## config.mk

```make
export PLATFORM = sky130hd
export DESIGN_NAME = i2cm_timing_gen
export DESIGN_NICKNAME = d
export VERILOG_FILES = /design/src/rtl/i2cm_pkg.sv /design/src/rtl/i2cm_intervals.sv /design/src/rtl/i2cm_bytepath.sv /design/src/rtl/i2cm_timing_gen.sv
export SDC_FILE = /design/constraint.sdc
export NUM_CORES = 1
export LEC_CHECK = 0
export ABC_AREA = 1
export BUFFER_PORTS_ARGS = -buffer_cell sky130_fd_sc_hd__buf_2
export CAP_MARGIN = 0
export CORE_UTILIZATION = 45
export DETAILED_ROUTE_END_ITERATION = 8
export GPL_TIMING_DRIVEN = 0
export PLACE_DENSITY = 0.64
export SETUP_SLACK_MARGIN = 0.5
export SLEW_MARGIN = 20
export SYNTH_ARGS = -nofsm -noshare
export SYNTH_HDL_FRONTEND = slang
export SYNTH_SLANG_ARGS = --single-unit
```

## constraint.sdc

```tcl
create_clock -name clk -period 6.29 [get_ports clk]
set_clock_uncertainty 0.15 [all_clocks]
set_input_delay 0.629 -clock clk [delete_from_list [all_inputs] [get_ports clk]]
set_output_delay 0.629 -clock clk [all_outputs]
set_load 0.1 [all_outputs]
```

## src/rtl/i2cm_pkg.sv

```systemverilog
// Shared types for the I2C master timing generator.
package i2cm_pkg;

    // Bus phase of the sequencer; each phase lasts a counted number of cycles.
    typedef enum logic [3:0] {
        ST_IDLE,      // bus free, both lines released
        ST_S_HOLD,    // SDA low, SCL high: start hold
        ST_L_HOLD,    // SCL low, SDA held after the falling edge
        ST_WAIT,      // SCL low, waiting for a command
        ST_L_SETUP,   // SCL low, SDA at its new value
        ST_HIGH,      // SCL high during a data or acknowledge bit
        ST_P_SETUP,   // SCL high, SDA low: stop setup
        ST_BUS_FREE,  // both released, bus-free time running
        ST_RS_SETUP   // SCL high, SDA released: repeated-start setup
    } phase_t;

    // What the rising SCL edge after a low-setup phase leads into.
    typedef enum logic [1:0] {
        SK_DATA,
        SK_STOP,
        SK_RSTART
    } setup_kind_t;

endpackage

```

## src/rtl/i2cm_intervals.sv

```systemverilog
// Half-period capture and interval load values.
// Captures the half period H from the divider and speed mode when a start
// is accepted from idle, and derives the counter load value for every bus
// phase. Assumes HOLD_CYC >= 1; H is never below HOLD_CYC + 1.
module i2cm_intervals #(
    parameter int DIV_W    = 8,
    parameter int HOLD_CYC = 3,
    parameter int CNT_W    = DIV_W + 3
) (
    input  logic             clk,
    input  logic             rst_n,
    input  logic             load,
    input  logic [DIV_W-1:0] div_cfg,
    input  logic             fast_mode,
    output logic [CNT_W-1:0] ld_start,
    output logic [CNT_W-1:0] ld_setup,
    output logic [CNT_W-1:0] ld_high,
    output logic [CNT_W-1:0] ld_stop,
    output logic [CNT_W-1:0] ld_rs,
    output logic [CNT_W-1:0] ld_free,
    output logic [CNT_W-1:0] ld_hold,
    output logic [CNT_W-1:0] sample_pt
);
    localparam int MIN_HALF = HOLD_CYC + 1;

    logic [CNT_W-1:0] h_q;
    logic [CNT_W-1:0] h_raw;
    logic [CNT_W-1:0] h_new;
    logic [CNT_W-1:0] h_use;

    // Scale the divider by speed mode and clamp to the minimum half period.
    always_comb begin
        h_raw = fast_mode ? CNT_W'(div_cfg) : (CNT_W'(div_cfg) << 2);
        h_new = (h_raw < CNT_W'(MIN_HALF)) ? CNT_W'(MIN_HALF) : h_raw;
        h_use = load ? h_new : h_q;
    end

    // Hold the captured half period for the whole transaction.
    always_ff @(posedge clk) begin
        if (!rst_n) begin
            h_q <= CNT_W'(MIN_HALF);
        end else if (load) begin
            h_q <= h_new;
        end
    end

    // Counter load values: a phase of N cycles loads N-1.
    always_comb begin
        ld_start  = h_use - CNT_W'(2);
        ld_free   = h_use - CNT_W'(2);
        ld_setup  = h_use - CNT_W'(HOLD_CYC + 1);
        ld_high   = h_use - CNT_W'(1);
        ld_stop   = h_use + CNT_W'(1);
        ld_rs     = (h_use << 1) - CNT_W'(1);
        ld_hold   = CNT_W'(HOLD_CYC - 1);
        sample_pt = h_use >> 1;
    end

    AST_HALF_MIN: assert property (@(posedge clk) disable iff (!rst_n)
        h_q >= CNT_W'(MIN_HALF));
    AST_HALF_FROZEN: assert property (@(posedge clk) disable iff (!rst_n)
        !load |=> $stable(h_q));

endmodule

```

## src/rtl/i2cm_bytepath.sv

```systemverilog
// Byte shift path.
// Holds the byte being sent or received, the bit index within the nine
// clocks of a byte, and the captured acknowledge. bit_end marks the SCL
// fall that ends a bit; sample_en marks the middle of SCL high.
// Assumes bit_end and sample_en only occur while a byte is active.
module i2cm_bytepath #(
    parameter int BYTE_W = 8,
    parameter int IDX_W  = $clog2(BYTE_W + 1)
) (
    input  logic              clk,
    input  logic              rst_n,
    input  logic              load_wr,
    input  logic              load_rd,
    input  logic [BYTE_W-1:0] tx_data,
    input  logic              rd_nack,
    input  logic              bit_end,
    input  logic              sample_en,
    input  logic              sda_in,
    output logic              active,
    output logic              on_ack,
    output logic              drive_bit,
    output logic [BYTE_W-1:0] rx_data,
    output logic              ack_rx
);
    logic [IDX_W-1:0]  idx_q;
    logic [BYTE_W-1:0] tx_sh;
    logic [BYTE_W-1:0] rx_sh;
    logic              rd_q;
    logic              nack_q;
    logic              ack_q;

    // Current bit is the acknowledge clock.
    always_comb on_ack = (idx_q == IDX_W'(BYTE_W));

    // Master drive level for the current bit.
    always_comb begin
        if (rd_q) drive_bit = on_ack ? nack_q : 1'b1;
        else      drive_bit = on_ack ? 1'b1 : tx_sh[BYTE_W-1];
    end

    // Bit index, transmit shift and direction capture.
    always_ff @(posedge clk) begin
        if (!rst_n) begin
            idx_q  <= '0;
            active <= 1'b0;
            rd_q   <= 1'b0;
            nack_q <= 1'b1;
            tx_sh  <= '0;
        end else if (load_wr || load_rd) begin
            idx_q  <= '0;
            active <= 1'b1;
            rd_q   <= load_rd;
            nack_q <= rd_nack;
            tx_sh  <= tx_data;
        end else if (bit_end) begin
            tx_sh <= tx_sh << 1;
            if (on_ack) begin
                idx_q  <= '0;
                active <= 1'b0;
            end else begin
                idx_q <= idx_q + IDX_W'(1);
            end
        end
    end

    // Capture read data and the acknowledge level mid SCL high.
    always_ff @(posedge clk) begin
        if (!rst_n) begin
            rx_sh <= '0;
            ack_q <= 1'b1;
        end else if (sample_en && active) begin
            if (on_ack)    ack_q <= sda_in;
            else if (rd_q) rx_sh <= {rx_sh[BYTE_W-2:0], sda_in};
        end
    end

    always_comb begin
        rx_data = rx_sh;
        ack_rx  = ack_q;
    end

    AST_IDX_BOUND: assert property (@(posedge clk) disable iff (!rst_n)
        idx_q <= IDX_W'(BYTE_W));
    AST_NO_BIT_IDLE: assert property (@(posedge clk) disable iff (!rst_n)
        bit_end |-> active);

endmodule

```

## src/rtl/i2cm_timing_gen.sv

```systemverilog
// I2C master bus-timing generator (top).
// Sequences start, repeated start, data bits, acknowledge and stop with a
// single down-counter whose load values come from i2cm_intervals. Line
// outputs are registered drive enables (0 = pull low, 1 = release).
// Assumes command strobes are one cycle wide; strobes outside idle (start)
// or the wait phase (all) are ignored. No clock stretching is observed.
module i2cm_timing_gen #(
    parameter int DIV_W    = 8,
    parameter int BYTE_W   = 8,
    parameter int HOLD_CYC = 3
) (
    input  logic              clk,
    input  logic              rst_n,
    input  logic [DIV_W-1:0]  div_cfg,
    input  logic              fast_mode,
    input  logic              cmd_start,
    input  logic              cmd_stop,
    input  logic              cmd_write,
    input  logic              cmd_read,
    input  logic [BYTE_W-1:0] tx_data,
    input  logic              rd_nack,
    input  logic              sda_in,
    output logic              scl_o,
    output logic              sda_o,
    output logic              busy,
    output logic              ready,
    output logic              byte_done,
    output logic [BYTE_W-1:0] rx_data,
    output logic              ack_rx
);
    import i2cm_pkg::*;

    localparam int CNT_W = DIV_W + 3;

    phase_t           state;
    setup_kind_t      kind;
    logic [CNT_W-1:0] cnt;
    logic             scl_q;
    logic             sda_q;
    logic             done_q;
    logic             cnt_zero;

    logic [CNT_W-1:0] ld_start, ld_setup, ld_high, ld_stop;
    logic [CNT_W-1:0] ld_rs, ld_free, ld_hold, sample_pt;

    logic iv_load;
    logic bp_wr, bp_rd, bp_bit_end, bp_sample;
    logic bp_active, bp_on_ack, bp_drive;

    // Strobes toward the interval and byte-path blocks.
    always_comb begin
        cnt_zero   = (cnt == '0);
        iv_load    = (state == ST_IDLE) && cmd_start;
        bp_wr      = (state == ST_WAIT) && !cmd_start && !cmd_stop && cmd_write;
        bp_rd      = (state == ST_WAIT) && !cmd_start && !cmd_stop && !cmd_write && cmd_read;
        bp_bit_end = (state == ST_HIGH) && cnt_zero;
        bp_sample  = (state == ST_HIGH) && (cnt == sample_pt);
    end

    i2cm_intervals #(
        .DIV_W    (DIV_W),
        .HOLD_CYC (HOLD_CYC),
        .CNT_W    (CNT_W)
    ) u_intervals (
        .clk       (clk),
        .rst_n     (rst_n),
        .load      (iv_load),
        .div_cfg   (div_cfg),
        .fast_mode (fast_mode),
        .ld_start  (ld_start),
        .ld_setup  (ld_setup),
        .ld_high   (ld_high),
        .ld_stop   (ld_stop),
        .ld_rs     (ld_rs),
        .ld_free   (ld_free),
        .ld_hold   (ld_hold),
        .sample_pt (sample_pt)
    );

    i2cm_bytepath #(
        .BYTE_W (BYTE_W)
    ) u_bytepath (
        .clk       (clk),
        .rst_n     (rst_n),
        .load_wr   (bp_wr),
        .load_rd   (bp_rd),
        .tx_data   (tx_data),
        .rd_nack   (rd_nack),
        .bit_end   (bp_bit_end),
        .sample_en (bp_sample),
        .sda_in    (sda_in),
        .active    (bp_active),
        .on_ack    (bp_on_ack),
        .drive_bit (bp_drive),
        .rx_data   (rx_data),
        .ack_rx    (ack_rx)
    );

    // Phase sequencer: counts each phase down and moves one line per edge.
    always_ff @(posedge clk) begin
        if (!rst_n) begin
            state  <= ST_IDLE;
            kind   <= SK_DATA;
            cnt    <= '0;
            scl_q  <= 1'b1;
            sda_q  <= 1'b1;
            done_q <= 1'b0;
        end else begin
            done_q <= 1'b0;
            case (state)
                ST_IDLE: begin
                    if (cmd_start) begin
                        sda_q <= 1'b0;
                        cnt   <= ld_start;
                        state <= ST_S_HOLD;
                    end
                end
                ST_S_HOLD: begin
                    if (cnt_zero) begin
                        scl_q <= 1'b0;
                        cnt   <= ld_hold;
                        state <= ST_L_HOLD;
                    end else cnt <= cnt - CNT_W'(1);
                end
                ST_L_HOLD: begin
                    if (cnt_zero) begin
                        if (bp_active) begin
                            sda_q <= bp_drive;
                            kind  <= SK_DATA;
                            cnt   <= ld_setup;
                            state <= ST_L_SETUP;
                        end else begin
                            state <= ST_WAIT;
                        end
                    end else cnt <= cnt - CNT_W'(1);
                end
                ST_WAIT: begin
                    if (cmd_start || cmd_stop || cmd_write || cmd_read) begin
                        cnt   <= ld_setup;
                        state <= ST_L_SETUP;
                        if (cmd_start) begin
                            sda_q <= 1'b1;
                            kind  <= SK_RSTART;
                        end else if (cmd_stop) begin
                            sda_q <= 1'b0;
                            kind  <= SK_STOP;
                        end else begin
                            sda_q <= cmd_write ? tx_data[BYTE_W-1] : 1'b1;
                            kind  <= SK_DATA;
                        end
                    end
                end
                ST_L_SETUP: begin
                    if (cnt_zero) begin
                        scl_q <= 1'b1;
                        case (kind)
                            SK_STOP: begin
                                cnt   <= ld_stop;
                                state <= ST_P_SETUP;
                            end
                            SK_RSTART: begin
                                cnt   <= ld_rs;
                                state <= ST_RS_SETUP;
                            end
                            default: begin
                                cnt   <= ld_high;
                                state <= ST_HIGH;
                            end
                        endcase
                    end else cnt <= cnt - CNT_W'(1);
                end
                ST_HIGH: begin
                    if (cnt_zero) begin
                        scl_q  <= 1'b0;
                        cnt    <= ld_hold;
                        state  <= ST_L_HOLD;
                        done_q <= bp_on_ack;
                    end else cnt <= cnt - CNT_W'(1);
                end
                ST_P_SETUP: begin
                    if (cnt_zero) begin
                        sda_q <= 1'b1;
                        cnt   <= ld_free;
                        state <= ST_BUS_FREE;
                    end else cnt <= cnt - CNT_W'(1);
                end
                ST_BUS_FREE: begin
                    if (cnt_zero) state <= ST_IDLE;
                    else          cnt   <= cnt - CNT_W'(1);
                end
                ST_RS_SETUP: begin
                    if (cnt_zero) begin
                        sda_q <= 1'b0;
                        cnt   <= ld_start;
                        state <= ST_S_HOLD;
                    end else cnt <= cnt - CNT_W'(1);
                end
                default: state <= ST_IDLE;
            endcase
        end
    end

    // Port view of the sequencer state.
    always_comb begin
        scl_o     = scl_q;
        sda_o     = sda_q;
        busy      = (state != ST_IDLE);
        ready     = (state == ST_WAIT);
        byte_done = done_q;
    end

    AST_ONE_LINE_PER_EDGE: assert property (@(posedge clk) disable iff (!rst_n)
        !$stable(scl_q) |-> $stable(sda_q));
    AST_SDA_MOVES_HIGH_ONLY_FRAMING: assert property (@(posedge clk) disable iff (!rst_n)
        (scl_q && $past(scl_q) && !$stable(sda_q)) |-> (state == ST_S_HOLD || state == ST_BUS_FREE));
    AST_START_EDGE: assert property (@(posedge clk) disable iff (!rst_n)
        $rose(busy) |-> ($fell(sda_q) && scl_q));
    AST_IDLE_RELEASED: assert property (@(posedge clk) disable iff (!rst_n)
        (state == ST_IDLE) |-> (scl_q && sda_q));
    AST_READY_SCL_LOW: assert property (@(posedge clk) disable iff (!rst_n)
        ready |-> !scl_q);
    AST_DONE_PULSE: assert property (@(posedge clk) disable iff (!rst_n)
        done_q |=> !done_q);

endmodule

```

=== Word level (Yosys, flattened, before mapping) ===
Cells that the tools add are included.

* Equality and inequality tests: 23
* Bitwise gates (word level): 2
* Reduce and logical (&&, ||, !) cells: 37
* Add/subtract/negate cells: 7
* Multiplexer cells: 50
* $lt $le $gt $ge: 1

{| class="wikitable"
|+ Operators with widths
! cell !! count
|-
| $mux W11 || 10
|-
| $pmux W11 S7 || 1
|-
| $mux W4 || 9
|-
| $sub A11 B1 Y11 const B || 3
|-
| $pmux W4 S8 || 1
|-
| $pmux W11 S2 || 1
|-
| $eq A4 B3 Y1 const B || 4
|-
| $mux W1 || 16
|-
| $mux W8 || 2
|-
| $ne A2 B2 Y1 const B || 7
|-
| $add A11 B1 Y11 const B || 1
|-
| $eq A11 B10 Y1 || 1
|-
| $logic_not A11 Y1 || 1
|-
| $lt A11 B3 Y1 const B || 1
|-
| $sub A11 B2 Y11 const B || 1
|-
| $sub A11 B3 Y11 const B || 1
|-
| $mux W10 || 1
|-
| $logic_and A1 B1 Y1 || 9
|-
| $reduce_and A3 Y1 || 3
|-
| $eq A4 B2 Y1 const B || 2
|-
| $eq A4 B4 Y1 const B || 2
|-
| $mux W2 || 4
|-
| $pmux W4 S2 || 1
|-
| $reduce_and A8 Y1 || 1
|-
| 23 further kinds || 37
|}

* Output and inout port bits: 14
* Register bits: 55
* Word-level logic and storage cells: 134

=== Longest topological paths before layout ===
Gate-level depths: netlist of the first run.

* Depth in word-level cells: 8
* Depth in mapped cells: 27
* Depth with buffers taken out: 27

=== Hierarchy ===
From an unflattened synthesis of the first run, not the netlist that was laid out.

* Cell total of the unflattened synthesis: 982
* Area total of the unflattened synthesis: 5,805.6 um^2

{| class="wikitable"
|+ By module, submodules not included
! module !! area each (um^2) !! times used !! sequential area each (um^2) !! cells an instance
|-
| i2cm_timing_gen || 2,925.3 || 1 || 400.4 || 547
|-
| i2cm_intervals || 1,803.0 || 1 || 220.2 || 283
|-
| i2cm_bytepath || 1,077.3 || 1 || 480.5 || 152
|}

=== Least setup slack after synthesis of the first run ===
Ideal clock, no wire load.

* Path kind: input port to flip-flop
* Start point: in cmd_start
* End point: reg cnt[8]
* Buffers on the path: 1
* Slack: 2.922 ns
* Library setup time: 0.115 ns
* Stages: 19
* Arrival: 3.102 ns
* Path through: inv_1 nor2_8 buf_12 or2_2 nand2_1 inv_1 ha_1 nand2_1 nor2_1 a21oi_1 or2_2 nand2_1 a21oi_1 xor2_1 o221ai_1 nand2_1 nand2_1 o21ai_0 inv_1

* Word-level cells in the longest chain between the ends: 6
* Elaborated cells between the ends (all ways): 21
* Classes of those cells: add/sub (5); eq/ne (2); mux (9); reduce/logical (5)

{| class="wikitable"
|+ Ends and longest elaborated chain
! element !! line !! RTL
|-
| start: declaration || i2cm_timing_gen.sv:16 || <nowiki>input logic cmd_start,</nowiki>
|-
| $logic_and A1 B1 Y1 (*) || i2cm_timing_gen.sv:53 || <nowiki>iv_load = (state == ST_IDLE) && cmd_start;</nowiki>
|-
| $mux W11 (*) || i2cm_intervals.sv:35 || <nowiki>h_use = load ? h_new : h_q;</nowiki>
|-
| net sample_pt[1] || i2cm_timing_gen.sv:44 || <nowiki>logic [CNT_W-1:0] ld_rs, ld_free, ld_hold, sample_pt;</nowiki>
|-
| $sub A11 B1 Y11, or another cell as far along || i2cm_intervals.sv:52 || <nowiki>ld_high = h_use - CNT_W'(1);</nowiki>
|-
| $pmux W11 S2 or $mux W11 (tied branches) || i2cm_timing_gen.sv:156, i2cm_timing_gen.sv:127 ||
|-
| $mux W11 (on tied branches) || i2cm_timing_gen.sv:154, i2cm_timing_gen.sv:126 ||
|-
| $pmux W11 S7 (*) || i2cm_timing_gen.sv:110 || <nowiki>case (state)</nowiki>
|-
| end signal: assignment || i2cm_timing_gen.sv:114 || <nowiki>cnt <= ld_start;</nowiki>
|-
| end signal: assignment || i2cm_timing_gen.sv:158 || <nowiki>cnt <= ld_stop;</nowiki>
|-
| end signal: assignment || i2cm_timing_gen.sv:162 || <nowiki>cnt <= ld_rs;</nowiki>
|-
| end: declaration || i2cm_timing_gen.sv:37 || <nowiki>logic [CNT_W-1:0] cnt;</nowiki>
|}

Mark *: on every way through the listed nets, which the timed path passes. The rest lies on a longest branch. The select of a mux whose other input is x is not followed.
A chain may end at the register's enable or synchronous reset.

=== Final worst setup path of the first run ===
Ends and elaborated chain as after synthesis.

==> results.md, run 1 <==
- Status: completed
- Sequential fraction of the synthesis area: 24.6%
- DRC viols: 0
- DRT Wirelength: between 10000 and 15000 um
- Area Overhead vs Synth: 10.2%
- Max Cap Violations: 0
- Die X: a little over 100 um
- Die Ht: between 100 and 150 um
- Pwr Total: about 2.3 mW
- CP most frequent cell: nand2_1
- Post-CTS setup buffer count: 0
- Initial antenna violation count: 0
- Hold endpoint: u_bytepath.tx_sh[0]$_SDFFE_PN0P_
- Largest net degree at the start of global routing: 17
- GPL Wtd Cong: 0.969
- Crit Path Class: primary input to flop
- Minimum clock period: between 3 and 4 ns
- Ys async rst share: 0%
- Final setup viols: 0
- Hold depth: 2
- Final hold violation count: 0
- Post-DP HPWL: between 10000 and 15000 um
- FF+latch count, synth: 55
- Drt first pass iters: 5
- Power Density: 475 nW/um2
- Class of the worst hold path: flop to flop
- Share of cells above drive strength 1: 10.0%
- Netlist Area Pre-Place: 4480 um2
- Crit-path cells: buf_2, inv_1, nor2_8, buf_12, or2_2, nand2_1, inv_1, ha_1, nand2_1, nor2_1, a21oi_1, or2_2, nand2_1, a21oi_1, xor2_1, o221ai_1, nand2_1, nand2_1, o21ai_0, inv_1
- Core area: roughly 10000 um2
- IO Port Bufs: 37
- Vias in the first global route: between 4000 and 5000
- CTS tree: done
- Post-synthesis net count: a little under 800
- Root Buffer: clkbuf_8
- GRT Util Overall: between 20 and 30%
- Worst slew pin tran: 0.815 ns
- CP endpoint kind: flop
- CTS Buf Count: 5
- Final critical-path setup slack: between 2 and 2.5 ns
- Seq. cell area: about 1100 um2
- Final nets: 813
- Post-synth top flop: dfxtp_1
- Slowest CP cell: ha_1
- R2r endpoint: cnt[8]$_SDFFE_PN0P_
- Leakage power total: 2.34 nW
- H-tree depth: 2
- Slew HR: between 40% and 50%
- Clk_lat worst skew: 0.32 ns
- Yosys warnings: 0
- Max FO, Critical Path: 10
- Hold_buf cts: 0
- Clk buf depth: 2
- RSZ-0062 raised after global routing: false
- Peak VDD IR: 0.240 mV
- Worst R2R Start: state[3]$_SDFFE_PN0P_
- Clk sinks: 55
- Setup TNS Final: 0 ns
- PostCTS Resize Cnt: 0
- Vias/cell: 5.35
- Multi-input gate area: between 2000 and 3000 um2
- Synth Instances: 724
- Initial Util: between 40 and 50%
- Worst Path Arrival: between 3 and 4 ns
- Initial DRC Count: slightly below 300
- Number of I/O pins: 39
- Fmax: around 0.26 GHz
- Startpoint types: primary input
- Synth cell types: 51
- Ant. Diodes: 0
- Post-synth EDFFs: 0
- Dpl ws: 2.18 ns
- Die area: 10400 um2
- Setup slack, reg-to-reg: between 2 and 3 ns
- Grt ovf: 0
- Worst reg-to-reg path cell count: 20
- First-pass GRT wire length: 22200 um
- CP peak stage delay: 0.42 ns
- Routed Antenna Nets: 0
- Drt wl/cell: about 15 um
- Worst endpoint required time: between 6 and 7 ns
- Clock transition at path regs: 0.10 ns
- Tcrit/Tclk final: 60.7%
- Standard-cell rows: 36
- HP Start: u_bytepath.tx_sh[0]$_SDFFE_PN0P_
- Vias: about 4800
- Fin. max-slew vios: 0
- Fillers: just over 1000
- Mean Syn Cell Area: between 6 and 7 um2
[routing by layer]
layer	GRT usage [%]	share of wire, %	vias to the layer above
met2	45.1	44	174
li1	-	-	2432
met1	37.6	46	2174
met3	3.66	6.1	40
met4	12.0	3.9	0
met5	0	0	-
[final cells by class]
type | count | share of cell area (%)
well taps | 133 | 3.37
clock buffers | 5 | 1.39
flip-flops and latches | 55 | 22.3
clock inverters | 2 | 0.761
plain buffers | 13 | 1.77
repair buffers | 37 | 3.75
inverters | 107 | 8.14
multi-input cells | 549 | 58.5
[critical path, delay by kind of cell]
kind,cells,cell delay [ns]
and+or+nand+nor,9,1.38
buffers and inverters,5,0.76
xor gates and xnor gates,1,0.20
AOI/OAI and AO/OA,4,0.47
adders and majority gates,1,0.42
[Yosys cell counts, types with 2 or more instances]
cell type    n  share of area [%]
a2111oi_0    2               0.39
a211oi_1     4               0.67
a21oi_1     44                4.9
a31oi_1     12                1.7
and3_1       2               0.28
buf_2        3               0.34
buf_6        2               0.50
clkbuf_1     6               0.50
clkinv_1     2               0.17
dfxtp_1     55                 25
ha_1        19                5.3
inv_1      102                8.6
inv_2        3               0.25
nand2_1    195                 16
nand2_2      3               0.42
nand2_4      2               0.50
nand3_1     39                4.4
nand3_2      2               0.45
nand4_1      5               0.70
nor2_1      90                7.5
nor2_2       4               0.56
nor3_1       8               0.89
nor3b_1      2               0.34
nor4_1       5               0.70
o211ai_1    10                1.7
o21ai_0     38                4.2
o21ai_1      4               0.45
o21ai_2      3               0.59
o221ai_1     2               0.39
o22ai_1      4               0.56
or2_2        3               0.42
xnor2_1      4               0.78
xor2_1      27                5.3
[kinds of logic (layout without fill, tap and decap cells)]
logic type      Yosys count  in the layout  synth area share (%)
compound gates          131            131                  17.3
xor+xnor                 31             31                  6.06
fa+ha+maj                20             20                  5.76
buf+inv                 120            164                  10.9
flops                    55             55                  24.6
simple gates            367            367                  35.4
[power by group]
group / total (mW) / internal [mW] / switching, mW / leakage [nW]
Combinational: 1.65 / 0.515 / 1.14 / 1.85
Clock: 0.239 / 0.117 / 0.122 / 0.0502
Sequential: 0.452 / 0.405 / 0.0467 / 0.448
Total: 2.34 / 1.04 / 1.31 / 2.34
[layout by cell type (no fill, tap or decap), types with 3 or more instances in the layout]
master | synthesis | layout
nor4_1 | 5 | 5
inv_1 | 102 | 102
clkbuf_8 | 0 | 5
ha_1 | 19 | 19
nand2_2 | 3 | 3
buf_2 | 3 | 40
or2_2 | 3 | 3
xnor2_1 | 4 | 4
o211ai_1 | 10 | 10
a21oi_1 | 44 | 44
o21ai_1 | 4 | 4
dfxtp_1 | 55 | 55
clkbuf_1 | 6 | 6
nor2_1 | 90 | 90
a211oi_1 | 4 | 4
inv_2 | 3 | 3
nand2_1 | 195 | 195
nor3_1 | 8 | 8
o21ai_0 | 38 | 38
o22ai_1 | 4 | 4
a31oi_1 | 12 | 12
o21ai_2 | 3 | 3
nand4_1 | 5 | 5
xor2_1 | 27 | 27
nand3_1 | 39 | 39
nor2_2 | 4 | 4
[state kept, by name, summed over array words and instances (netlist names)]
register / flops
byte_done: 1
cnt: 11
kind: 2
scl_o: 1
sda_o: 1
state: 4
u_bytepath.ack_rx: 1
u_bytepath.active: 1
u_bytepath.idx_q: 4
u_bytepath.nack_q: 1
u_bytepath.rd_q: 1
u_bytepath.rx_data: 8
u_bytepath.tx_sh: 8
u_intervals.h_q: 11
[how the worst max path moves through the flow]
stage          slack, ns                   from                  end  cells after the start
3_5_place_dp        2.18              cmd_start  cnt[8]$_SDFFE_PN0P_                     20
6_report            2.47              cmd_start  cnt[8]$_SDFFE_PN0P_                     20
4_1_cts             2.49              cmd_start  cnt[8]$_SDFFE_PN0P_                     20
3_3_place_gp        2.14              cmd_start  cnt[8]$_SDFFE_PN0P_                     20
5_1_grt             2.17  state[3]$_SDFFE_PN0P_  cnt[8]$_SDFFE_PN0P_                     20
2_1_floorplan       2.92              cmd_start  cnt[8]$_SDFFE_PN0P_                     19
[metrics by stage]
stage | util [%] | cell area (um2) | cells | hold slack [ns]
2_1_floorplan | - | 4480 | 724 | 0.288
3_3_place_gp | 49.6 | 4830 | 894 | 0.303
3_5_place_dp | 49.6 | 4830 | 894 | 0.308
4_1_cts | 50.7 | 4930 | 901 | 0.331
5_1_grt | 50.7 | 4930 | 901 | 0.349
6_report | 50.7 | 4930 | 901 | 0.331
Note: power is estimated with default switching activity, not from simulation.
==> run 2, diff against run 1 <==
- PLACE_DENSITY: 0.64 -> 0.66
- clock period: 6.29 -> 3.1 ns (I/O delays scaled with it)
==> run 2 against run 1 <==
  * Hold slack got worse by 0.30 ns
  * Highest routed layer unchanged
  * Sequential share of layout area down 3.6 points
  * Via count rose by 7.5%
  * Sequential power rose by 110%
  * Register-to-register slack worse by 2.5 ns
  * Utilization up 10 points
  * Die area stayed put
  * Non-clock buffer count grew 49
  * Power increased to 2.5 times the previous value
  * Global-route usage is 2.6 points higher
  * Routed wire length is 13% higher
  * First-iteration DRC count increased by 18%
==> results.md, run 2 (synthesized netlist as in run 1, its figures left out) <==
- First-pass GRT wire length: 24000 um (+7.9%)
- Hold_buf cts: 0 (unchanged)
- Max Cap Violations: 0 (unchanged)
- Sw Pwr: 3.17 mW (+140%)
- Peak VDD IR: 0.638 mV (+170%)
- Vias: 5181 (+7.5%)
- Number of I/O pins: 39 (unchanged)
- Crit Path Class: flop to flop
- IO Port Bufs: 37 (unchanged)
- CP endpoint kind: flop
- Standard-cell rows: 36 (unchanged)
- Final Core Density: 60.8% (+10 points)
- Int Pwr: 2.71 mW (+160%)
- Seq. cell area: 1100 um2 (+0.34%)
- Clock transition at path regs: 0.11 ns (about the same)
- Fillers: 914 (-11%)
- Fmax: approximately 0.32 GHz
- Slew HR: 58.8% (+13 points)
- Final nets: 862 (+6.0%)
- Largest regs: cnt: 11 flops, u_intervals.h_q: 11 flops
- Die X: 102 um (unchanged)
- Clock power share: 7.7% (-2.5 points)
- Multi-input gate area: 3420 um2 (+18%)
- Initial DRC Count: 343 (+18%)
- Die Ht: 102 um (unchanged)
- Max FO, Critical Path: 7 (-3)
- Tcrit/Tclk final: between 90% and 100%
- GPL Wtd Cong: 1.00 (+3.4%)
- Worst Path Arrival: 3.17 ns (-0.70 ns)
- Status: completed
- Startpoint types: flop
- Share of cells above drive strength 1: 26.3% (+16 points)
- GRT Util Overall: 30.7% (+2.6 points)
- Design area: 5920 um2 (+20%)
- Comb pwr share: 76.5% (+6.0 points)
- Vias/cell: 5.45 (+1.8%)
- Switching share of total power: 53.9% (-1.9 points)
- Clk_lat worst skew: 0.33 ns (about the same)
- CTS Buf Count: 5 (unchanged)
- Minimum clock period: between 3 and 4 ns
- H-tree depth: 2 (unchanged)
- Class of the worst hold path: primary input to flop
- Clk buf depth: 2 (unchanged)
- Worst endpoint required time: 3.18 ns (-3.17 ns)
- Post-DP Area: 4990 um2 (+3.3%)
- Root Buffer: clkbuf_8
- Leakage power total: 2.69 nW (+15%)
- Final hold violation count: 0 (unchanged)
- Fin. max-slew vios: 0 (unchanged)
- Clk sinks: 55 (unchanged)
- Seq pwr share: 15.9% (-3.4 points)
- RSZ-0062 raised after global routing: true
- CTS tree: done
- Area Overhead vs Synth: 32.2%
- Ant. Diodes: 0 (unchanged)
- Initial Util: 46.0% (unchanged)
- Worst slew pin tran: 0.611 ns (-0.204 ns)
- Final setup viols: 0 (unchanged)
- Drt wl/cell: 16.5 um (+7.5%)
- Routed Antenna Nets: 0 (unchanged)
- Die area: 10400 um2 (unchanged)
- Most common cell after layout, fill and taps aside: nand2_1
- Core area: 9730 um2 (unchanged)
- DRT Wirelength: 15700 um (+13%)
- DRC viols: 0 (unchanged)
- Grt ovf: 0 (unchanged)
- Drt first pass iters: 6 (+1)
- Vias in the first global route: 4735 (+6.8%)
- Post-DP HPWL: 11100 um (+1.2%)
- Most frequent cells in the layout: 176 x nand2_1, 89 x inv_1, 80 x nor2_1
- Largest net degree at the start of global routing: 20 (+3)
- Initial antenna violation count: 0 (unchanged)
- Power Density: 993 nW/um2 (+110%)
[run 2: cell count changes in the layout (fill, tap and decap cells not counted), sizes merged]
| cell | previous run | this run |
|---|---|---|
| bufinv | 1 | 0 |
| buf | 44 | 93 |
| clkinvlp | 1 | 3 |
| inv | 105 | 104 |
| clkinv | 2 | 3 |
[run 2: cell type report]
| class | instances | share of cell area, % |
|---|---|---|
| multi-input combinational | 549 | 57.7 |
| inverter | 107 | 7.00 |
| tap | 133 | 2.81 |
| timing repair buffer | 86 | 10.6 |
| clock inverter | 3 | 0.465 |
| buffer | 13 | 1.56 |
| sequential | 55 | 18.7 |
| clock buffer | 5 | 1.16 |
[run 2: critical path, stage by stage, from the launching register on]
cell      delay (ns)
dfxtp_2         0.33
buf_6           0.11
nor2_4          0.15
nand2_8         0.08
nor2_8          0.23
buf_12          0.16
nand2_4         0.05
o21ai_4         0.09
inv_2           0.10
ha_4            0.31
nand2_4         0.07
o21ai_4         0.16
a21oi_2         0.05
or2_4           0.23
nand2_2         0.06
a21oi_2         0.05
xor2_1          0.17
o221ai_1        0.13
nand2_1         0.08
nand2_1         0.06
o21ai_1         0.11
inv_1           0.04
[run 2: power by group through the flow]
stage / clock network (mW) / registers [mW] / logic, mW
after floorplan: 0 / 0.969 / 2.59
after global placement: 0 / 0.927 / 3.44
after detailed placement: 0 / 0.931 / 3.45
after CTS: 0.459 / 0.929 / 4.04
after global routing: 0.481 / 0.943 / 4.84
final: 0.450 / 0.932 / 4.50
[run 2: metal layers]
metal	share of wire [%]	track usage [%]	wire (um)	up-vias
li1	-	-	-	2537
met1	44	38.6	6850	2391
met2	45	50.7	7110	207
met3	6.3	5.11	992	46
met4	4.5	14.9	701	0
met5	0	0	0	-
[run 2: worst paths after layout]
path | startpoint | to | slack, ns | depth (start not counted)
worst min register to register | u_bytepath.tx_sh[0]$_SDFFE_PN0P_ | u_bytepath.tx_sh[0]$_SDFFE_PN0P_ | 0.33 | 2
worst min-delay path | rd_nack | u_bytepath.nack_q$_SDFFE_PN1N_ | 0.03 | 3
worst max register to register | state[0]$_SDFFE_PN0P_ | cnt[8]$_SDFFE_PN0P_ | 0.008 | 21
worst max-delay path | state[0]$_SDFFE_PN0P_ | cnt[8]$_SDFFE_PN0P_ | 0.008 | 21
[run 2: repair_timing]
action | CTS | global route
setup buffers | 30 | 17
pin swaps | 38 | 35
setup endpoints to repair | 25 | 29
resized for setup | 71 | 41
gates cloned | 2 | 0
[run 2: metrics by stage]
stage	power [mW]	TNS, ns	instances	hold slack [ns]	setup WS [ns]
after detailed placement	4.38	-1.72	894	0.308	-0.313
final	5.88	0	951	0.0333	0.00839
after floorplan	3.56	0	724	0.273	0.0603
after global routing	6.26	-1.02	951	0.0489	-0.128
after global placement	4.37	-1.48	894	0.298	-0.301
after CTS	5.42	0	934	0.0310	0.0348
